[src/rtl/cmd_slave_pkg.sv]
package cmd_slave_pkg;
  localparam int unsigned CMD_BITS = 3;
  typedef logic [CMD_BITS-1:0] cmd_t;
endpackage

[src/rtl/cmd_decode.sv]
module cmd_decode #(
  parameter int unsigned ADDR_W = 1,
  parameter int unsigned BE_W   = 4
) (
  input  logic              bus_write,
  input  logic [ADDR_W-1:0] bus_addr,
  input  logic [BE_W-1:0]   bus_be,
  output logic              wr_accept
);
  // Only the real word, with the low lane enabled, counts as a write.
  always_comb begin
    wr_accept = bus_write && (bus_addr == '0) && bus_be[0];
  end
endmodule

[src/rtl/cmd_store.sv]
module cmd_store
  import cmd_slave_pkg::*;
(
  input  logic clk,
  input  logic rst_n,
  input  logic wr_accept,
  input  cmd_t wr_cmd,
  output cmd_t cmd_q,
  output logic start_q
);
  cmd_t cmd_d;
  logic start_d;

  always_comb begin
    cmd_d   = cmd_q;
    start_d = wr_accept;
    if (wr_accept) cmd_d = wr_cmd;
  end

  always_ff @(posedge clk or negedge rst_n) begin
    if (!rst_n) begin
      cmd_q   <= '0;
      start_q <= 1'b0;
    end else begin
      cmd_q   <= cmd_d;
      start_q <= start_d;
    end
  end


  start_single_chk: assert property (@(posedge clk) disable iff (!rst_n)
    (start_q && !wr_accept) |=> !start_q);
endmodule

[src/rtl/cmd_readback.sv]
module cmd_readback
  import cmd_slave_pkg::*;
#(
  parameter int unsigned DATA_W = 32
) (
  input  logic              clk,
  input  logic              rst_n,
  input  logic              rd_en,
  input  cmd_t              cmd_q,
  output logic [DATA_W-1:0] rdata_q
);
  logic [DATA_W-1:0] rdata_d;

  always_comb begin
    rdata_d = rdata_q;
    if (rd_en) begin
      rdata_d = '0;
      rdata_d[CMD_BITS-1:0] = cmd_q;
    end
  end

  always_ff @(posedge clk or negedge rst_n) begin
    if (!rst_n) rdata_q <= '0;
    else        rdata_q <= rdata_d;
  end


  rdata_hold_chk: assert property (@(posedge clk) disable iff (!rst_n)
    !rd_en |=> $stable(rdata_q));
endmodule

[src/rtl/cmd_slave.sv]
module cmd_slave
  import cmd_slave_pkg::*;
#(
  parameter int unsigned ADDR_W = 1,
  parameter int unsigned DATA_W = 32,
  localparam int unsigned BE_W  = DATA_W / 8
) (
  input  logic              clk,
  input  logic              rst_n,
  input  logic [ADDR_W-1:0] bus_addr,
  input  logic              bus_write,
  input  logic              bus_read,
  input  logic [DATA_W-1:0] bus_wdata,
  input  logic [BE_W-1:0]   bus_be,
  output logic [DATA_W-1:0] bus_rdata,
  output logic [CMD_BITS-1:0] cmd_o,
  output logic              start_o
);
  logic wr_accept;
  cmd_t cmd_q;

  cmd_decode #(.ADDR_W(ADDR_W), .BE_W(BE_W)) dec_i (
    .bus_write (bus_write),
    .bus_addr  (bus_addr),
    .bus_be    (bus_be),
    .wr_accept (wr_accept)
  );

  cmd_store store_i (
    .clk       (clk),
    .rst_n     (rst_n),
    .wr_accept (wr_accept),
    .wr_cmd    (bus_wdata[CMD_BITS-1:0]),
    .cmd_q     (cmd_q),
    .start_q   (start_o)
  );

  cmd_readback #(.DATA_W(DATA_W)) rb_i (
    .clk     (clk),
    .rst_n   (rst_n),
    .rd_en   (bus_read),
    .cmd_q   (cmd_q),
    .rdata_q (bus_rdata)
  );

  assign cmd_o = cmd_q;


  store_low_bits_chk: assert property (@(posedge clk) disable iff (!rst_n)
    (bus_write && bus_addr == '0 && bus_be[0]) |=> cmd_o == $past(bus_wdata[CMD_BITS-1:0]));

  pad_ignored_chk: assert property (@(posedge clk) disable iff (!rst_n)
    (bus_write && bus_addr != '0) |=> ($stable(cmd_o) && !start_o));

  lane0_required_chk: assert property (@(posedge clk) disable iff (!rst_n)
    (bus_write && !bus_be[0]) |=> ($stable(cmd_o) && !start_o));

  read_quiet_chk: assert property (@(posedge clk) disable iff (!rst_n)
    (bus_read && !bus_write) |=> ($stable(cmd_o) && !start_o));

  rdata_upper_zero_chk: assert property (@(posedge clk) disable iff (!rst_n)
    bus_read |=> bus_rdata[DATA_W-1:CMD_BITS] == '0);
endmodule

[config.mk]
export PLATFORM = sky130hd
export DESIGN_NAME = cmd_slave
export DESIGN_NICKNAME = d
export VERILOG_FILES = /design/src/rtl/cmd_slave_pkg.sv /design/src/rtl/cmd_decode.sv /design/src/rtl/cmd_store.sv /design/src/rtl/cmd_readback.sv /design/src/rtl/cmd_slave.sv
export SDC_FILE = /design/constraint.sdc
export NUM_CORES = 1
export LEC_CHECK = 0
export CORE_MARGIN = 8
export CORE_UTILIZATION = 22
export CTS_CLUSTER_DIAMETER = 120
export CTS_CLUSTER_SIZE = 12
export DETAILED_ROUTE_END_ITERATION = 10
export PLACE_DENSITY = 0.79
export SLEW_MARGIN = 5
export SYNTH_ARGS = -nofsm -noshare
export SYNTH_HDL_FRONTEND = slang
export SYNTH_SLANG_ARGS = --single-unit
[constraint.sdc]
create_clock -name clk -period 1.14 [get_ports clk]
set_clock_uncertainty 0.15 [all_clocks]
set_input_delay 0.228 -clock clk [delete_from_list [all_inputs] [get_ports clk]]
set_output_delay 0.228 -clock clk [all_outputs]
set_load 0.03 [all_outputs]
==> After elaboration in Yosys (flattened, before gate mapping) <==
Cells that the tools add are included.
{ "op_classes": {"shift": 0, "n_eq_ne": 0, "mux": 0, "reduce_logical": 2, "n_bitwise": 1, "n_div": 0, "n_lt_le_gt_ge": 0, "n_addsub": 0, "multipliers": 0} }
{ "ops": {"columns": ["cell", "count"], "rows": [
  ["1-bit logical AND", 2],
  ["1-bit NOT", 1]
]} }
{ "totals": {"reg_bits": 7, "memories": 0, "mem_bits_rw": 0, "rom_bits": 0, "latchBits": 0} }

==> Logic depth before layout (Yosys ltp) <==
Gate-level depths: netlist of the first run.
{ "depth": {"word_depth": 3, "ltp_mapped": 2, "depth_no_buf": 2} }

==> Hierarchy <==
Synthesis of the first run repeated with hierarchy kept, for this count alone.
{ "hier_totals": {"hier_cells": 44, "hier_area_um2": 473.0} }
{ "modules_own_cells": {"columns": ["module", "instances", "cells_per_inst", "area_each_um2"], "rows": [
  ["cmd_readback", 1, 36, 330.3],
  ["cmd_store", 1, 7, 133.9],
  ["cmd_decode", 1, 1, 8.8]
]} }

==> Worst setup path before layout of the first run <==
OpenSTA, ideal clock, no wires.
{ "synth_timing": {"path_kind": "register -> register", "startpoint": "reg store_i.cmd_q[0]", "endpoint": "reg rb_i.rdata_q[0]", "stages_incl_launch_ff": 2, "arrival_time_ns": 0.769, "setup_time_ns": 0.125, "path_slack_ns": 0.096, "required_ns": 0.865, "path_cell_list": "dfrtp_1 -> mux2_2"} }
{ "synth_rtl": {"columns": ["item", "line", "rtl"], "rows": [
  ["from (decl)", "cmd_store.sv:8", "output cmd_t cmd_q,"],
  ["from (signal assigned)", "cmd_store.sv:25", "cmd_q <= cmd_d;"],
  ["to (signal assigned)", "cmd_readback.sv:24", "else rdata_q <= rdata_d;"],
  ["to (decl)", "cmd_readback.sv:10", "output logic [DATA_W-1:0] rdata_q"]
]} }
No word-level cell between the ends.

==> Worst setup path after layout of the first run <==
{ "layout_timing": {"startpoint": "reg store_i.cmd_q[2]", "endpoint": "out cmd_o[2]"} }
{ "layout_rtl": {"columns": ["item", "line", "rtl"], "rows": [
  ["to (decl)", "cmd_slave.sv:16", "output logic [CMD_BITS-1:0] cmd_o,"]
]} }
No word-level cell between the ends.

==> metrics.txt, run 1 <==
Core Area=2170 um2; Tmin final=1.174 ns; PnR worst setup slack=-0.03445 ns; mux cell area share after synthesis=0.1579; Critical R2R Launch=store_i.cmd_q[2]; Static Leak=0.0003553 uW; RSZ-0062 raised after global routing=true; fin area=633.1 um2; worst hold slack=0.08323 ns; DRT antenna net count=0; clock buffer count from CTS=3; Cells after Synth=45; stages on the worst setup path=1; run status=finished, violations left; maximum VDD drop=0.4666 mV; Setup crit end=cmd_o[2]; Clk Latency, worst-skew pair=0.25 ns; Crit path max-delay family=flip-flops; CTS tree=built; Ports=77; worst slack at placement=-0.3002 ns; sequential-to-total area share from yosys stat=0.3509; post-synthesis register bit count=7; Final #Nets=109; Worst EP arrival=0.80 ns; hpwl dp=849.5 um; largest family of logic cells by synthesized area=buffers and inverters; synthesized area=499.2 um2; Wirelength per Cell=10.97 um; failing checks=setup timing; Hold WC Path Type=input pin to asynchronous set/reset pin; Hold Violations, Final=0; Critical Path Start=store_i.cmd_q[2]; vias post-DR=294; placed inst area=554.3 um2; critical path peak fanout=2; die width=63.64 um; gpl congestion=0.6246; initial core utilization=0.2301; die area=4049 um2; CP peak stage delay=0.40 ns; drt pass-1 iters=3; WP buf/inv=1; number of hold buffers added after cts=0; post-synthesis compound-gate area fraction=0; global router's overall resource usage=0.05504; Final Setup Violations=6; diode count=0; layout cells sized above 1=0.3134; max-slew violations=0; critical path type=register to primary output; Tcrit/Tclk final=1.030; fill count=249; Crit path required time=0.76 ns; # H-tree levels=1; initial antenna violation count=0; area delta synth->final=26.82%; Routed WL=1042 um; reg2reg path depth=2; Crit-path slowest cell=dfrtp_1; number of global-route vias before repair=348; vias per cell=3.095; Synth Area in Adders=0; r2r setup slk=0.07 ns; Iter 0 DRT Violations=1; row cnt=17; R2R Path End=rb_i.rdata_q[2]; Clock Pin Slew Worst Setup and Hold Paths=0.05 ns; first-pass GRT wire length=1711 um; Synth Area in XOR/XNOR=0; Startpoint Class=register; CTS Buffer Depth=2; largest net degree at the start of global routing=8; worst-path cell chain=buf_6; Syn Area/Cell=11.09 um2; Fmax=0.8515 GHz; # DRC=0; IO Port Bufs=15; Post-Synth Simple-Gate Area=0.04010; yosys warns=0; GR Overflow Total=0; max_cap viols=0; height of the chip=63.64 um; Yosys cell types=7; setup TNS=-0.09398 ns; pwr/cell area=1625 nW/um2; CP endpoint kind=primary output; CTS Root Cell=clkbuf_4; # clock sinks=7
## final cells by class
cell class,instances,area [um2],share of cell area
repair buffers,19,185.2,0.2925
inverters,1,3.754,0.005929
multi-input cells,36,207.7,0.3281
well taps,28,35.03,0.05534
clock buffers,4,26.28,0.04150
flip-flops and latches,7,175.2,0.2767
## per-layer routing
layer	track usage	up-vias	wire length [um]	share of wire
met4	0.05850	0	43	0.041
met3	0.02120	4	82	0.079
met2	0.1027	18	647	0.62
li1	-	128	-	-
met1	0.03924	144	269	0.26
met5	0	-	0	0
## synthesized netlist by cell type
| cell | instances | area, um2 |
|---|---|---|
| buf_4 | 29 | 217.7 |
| conb_1 | 1 | 3.750 |
| dfrtp_1 | 7 | 175.2 |
| inv_1 | 1 | 3.750 |
| mux2_2 | 3 | 33.78 |
| mux2_4 | 3 | 45.04 |
| nand3b_4 | 1 | 20.02 |
## logic make-up (layout without fill, tap and decap cells)
kind of cell	after synthesis	in the layout
AND/OR/NAND/NOR	1	1
flip-flops	7	7
other	1	29
buffers and inverters	30	24
multiplexers	6	6
## metrics by stage
stage	instances	total power [uW]	utilization
after floorplan	73	680.5	-
after global placement	87	727.4	0.2555
after detailed placement	87	734.2	0.2555
after CTS	94	1022	0.2884
after global routing	95	1093	0.2918
final	95	1029	0.2918
## repair_timing
action,4_1_cts,5_1_grt
pin swaps,1,0
buffers inserted,3,1
setup endpoints to repair,10,7
gates resized for setup,10,0
## report_power, final
group          internal (uW)  switching [uW]
combinational            191             289
sequential               296            33.9
clock                    133            85.0
total                    621             408
## flip-flops by register name, summed over array words and instances, names as in the netlist
name and count:
store_i.cmd_q 3, rb_i.rdata_q 3, store_i.start_q 1
## cells in the final DEF, fill, tap and decap left out
cell             count
mux2_4               3
clkbuf_1             1
clkbuf_4             3
clkdlybuf4s50_1      5
buf_4                4
buf_6                7
mux2_2               3
nand3b_4             1
dlygate4sd2_1        3
conb_1              29
dfrtp_1              7
inv_1                1
## worst min-delay path by stage
stage / start / to
2_1_floorplan: rst_n / rb_i.rdata_q[0]
3_3_place_gp: rb_i.rdata_q[0] / rb_i.rdata_q[0]
3_5_place_dp: rst_n / rb_i.rdata_q[0]
4_1_cts: rst_n / rb_i.rdata_q[0]
5_1_grt: rst_n / rb_i.rdata_q[1]
6_report: rst_n / rb_i.rdata_q[0]
Power figures use the tool's default switching activity.
==> run 2, diff against run 1 <==
--- a/config.mk
+++ b/config.mk
@@ -6,11 +6,12 @@
 export NUM_CORES = 1
 export LEC_CHECK = 0
 export CORE_MARGIN = 8
-export CORE_UTILIZATION = 22
+export CORE_UTILIZATION = 23
+export CTS_BUF_LIST = sky130_fd_sc_hd__clkbuf_8
 export CTS_CLUSTER_DIAMETER = 120
 export CTS_CLUSTER_SIZE = 12
 export DETAILED_ROUTE_END_ITERATION = 10
-export PLACE_DENSITY = 0.79
+export PLACE_DENSITY = 0.82
 export SLEW_MARGIN = 5
 export SYNTH_ARGS = -nofsm -noshare
 export SYNTH_HDL_FRONTEND = slang
==> run 2 against run 1 <==
Compared with the run above:
- cell count is 2.1% higher
- sequential share of layout area is 1.4 points lower
- maximum frequency is 1.7% higher
- the run still ends with setup timing left
- sequential cell count stayed put
- critical path depth stayed put
- hold slack better by 0.014 ns
- highest routed layer unchanged
- clock-buffer cell count is 1 lower
- clock power is 61% higher
- sequential power is 2% higher
- critical endpoint is now cmd_o[0]
==> metrics.txt, run 2 (synthesis results as in run 1) <==
diode count=0 (unchanged); Largest regs=rb_i.rdata_q: 3 flops, store_i.cmd_q: 3 flops, store_i.start_q: 1 flops; CP peak stage delay=0.40 ns (about the same); Iter 0 DRT Violations=10 (+9); area occupied by multi-input gates=207.7 um2 (unchanged); CTS Root Cell=clkbuf_8; area delta synth->final=33.58%; Ports=77 (unchanged); drt pass-1 iters=2 (-1); PnR worst setup slack=-0.01437 ns (+0.02008 ns); row cnt=17 (unchanged); critical path peak fanout=2 (unchanged); P_int=743.1 uW (+20%); Hold WC Path Type=input pin to asynchronous set/reset pin; most frequent cells in the layout=conb_1, buf_6, dfrtp_1; Final Setup Violations=3 (-3); Tmin final=1.154 ns (-0.02008 ns); CP endpoint kind=primary output; WP buf/inv=1 (unchanged); Startpoint Class=register; max_cap viols=0 (unchanged); max layer used=met4; Tcrit/Tclk final=1.013 (-0.01762); r2r setup slk=0.06 ns (about the same); CTS Buffer Depth=2 (unchanged); clock power share=0.294 (+0.082); Power, Total=1192 uW (+16%); sequential cell area=175.2 um2 (unchanged); commonest non-fill, non-tap cell in the layout=conb_1; DR WL met3=94 um (+15%); hpwl dp=878.4 um (+3.4%); first-pass GRT wire length=1725 um (+0.82%); Clk Latency, worst-skew pair=0.23 ns (-0.02 ns); RSZ-0062 raised after global routing=true; Core Area=2127 um2 (-2.0%); initial antenna violation count=0 (unchanged); pwr/cell area=1787 nW/um2 (+10%); vias post-DR=290 (-1.4%); GR Overflow Total=0 (unchanged); Clock Pin Slew Worst Setup and Hold Paths=0.04 ns (about the same); largest net degree at the start of global routing=8 (unchanged); WL met1=298 um (+11%); Crit-path slowest cell=dfrtp_1; IO Port Bufs=15 (unchanged); gpl congestion=0.7676 (+23%); run status=finished, violations left; Crit path required time=0.76 ns (about the same); Critical R2R Launch=store_i.cmd_q[0]; Wirelength per Cell=11.43 um (+4.2%); die area=3918 um2 (-3.3%); height of the chip=62.59 um (-1.6%); Final #Nets=111 (+1.8%); fill count=229 (-8.0%); Post-Route Utilization=0.3135 (+0.02172); global router's overall resource usage=0.05658 (+0.001540); worst-path cell chain=buf_6; max-slew violations=0 (unchanged); R2R Path End=rb_i.rdata_q[0]; vias per cell=2.990 (-3.4%); Sw Pwr=448.9 uW (+10%); Comb power frac=0.424 (-0.043); Static Leak=0.0003768 uW (+6.1%); maximum VDD drop=0.7956 mV (+71%); failing checks=setup timing; worst hold slack=0.09764 ns (+0.01441 ns); reg2reg path depth=2 (unchanged); met2 wire length=694 um (+7.3%); clock buffer count from CTS=3 (unchanged); Hold Violations, Final=0 (unchanged); Routed WL=1109 um (+6.4%); initial core utilization=0.2347 (+0.004602); Reg power frac=0.281 (-0.040); stages on the worst setup path=1 (unchanged); # H-tree levels=1 (unchanged); layout cells sized above 1=0.3478 (+0.03439); sw frac=0.3766 (-0.02024); Crit path max-delay family=flip-flops; setup TNS=-0.02950 ns (+0.06448 ns); CTS tree=built; Fmax=0.8663 GHz (+1.7%); # clock sinks=7 (unchanged); critical path type=register to primary output; # DRC=0 (unchanged); DRT antenna net count=0 (unchanged); number of global-route vias before repair=348 (unchanged); die width=62.59 um (-1.6%); worst slack at placement=-0.3023 ns (-0.002063 ns); Worst EP arrival=0.78 ns (-0.02 ns)
run 2: changes by cell type in the layout (fill, tap and decap cells not counted), sizes merged:
cell           before  now
buf                11   13
clkbuf              4    3
clkdlybuf4s50       5    4
clkinv              0    1
dlygate4sd2         3    4
run 2: cell type report:
| type | count | share of cell area |
|---|---|---|
| Clock buffer | 3 | 0.06191 |
| Clock inverter | 1 | 0.007505 |
| Inverter | 1 | 0.005629 |
| Multi-Input combinational cell | 36 | 0.3114 |
| Sequential cell | 7 | 0.2627 |
| Tap cell | 28 | 0.05253 |
| Timing Repair Buffer | 21 | 0.2983 |
run 2: routing by layer:
layer,track usage,up-vias
li1,-,130
met4,0.03419,0
met3,0.03405,4
met2,0.1164,19
met5,0,-
met1,0.03409,137
run 2: how the worst max path moves through the flow:
stage,startpoint,endpoint,slack (ns)
after CTS,store_i.cmd_q[0],cmd_o[0],-0.02
after global routing,store_i.cmd_q[1],cmd_o[1],-0.03
after detailed placement,bus_be[0],store_i.cmd_q[2],-0.30
after global placement,bus_be[0],store_i.cmd_q[0],-0.28
final,store_i.cmd_q[0],cmd_o[0],-0.01
after floorplan,store_i.cmd_q[0],rb_i.rdata_q[0],0.1
run 2: through the flow:
step | cells | cell area [um2]
6_report | 97 | 666.9
5_1_grt | 97 | 666.9
3_5_place_dp | 87 | 554.3
3_3_place_gp | 87 | 554.3
4_1_cts | 97 | 663.1
2_1_floorplan | 73 | 604.3
run 2: power groups by stage:
stage / clock (uW) / combinational, uW / sequential (uW)
2_1_floorplan: 0 / 260 / 421
3_3_place_gp: 0 / 396 / 331
3_5_place_dp: 0 / 403 / 338
4_1_cts: 358 / 506 / 332
5_1_grt: 372 / 530 / 341
6_report: 351 / 506 / 335
run 2: timing repair:
action / 4_1_cts / 5_1_grt
hold buffers: 0 / 0
setup buffers: 6 / 0
cloned: 0 / 0
gates resized for setup: 10 / 1
setup endpoints to repair: 12 / 7
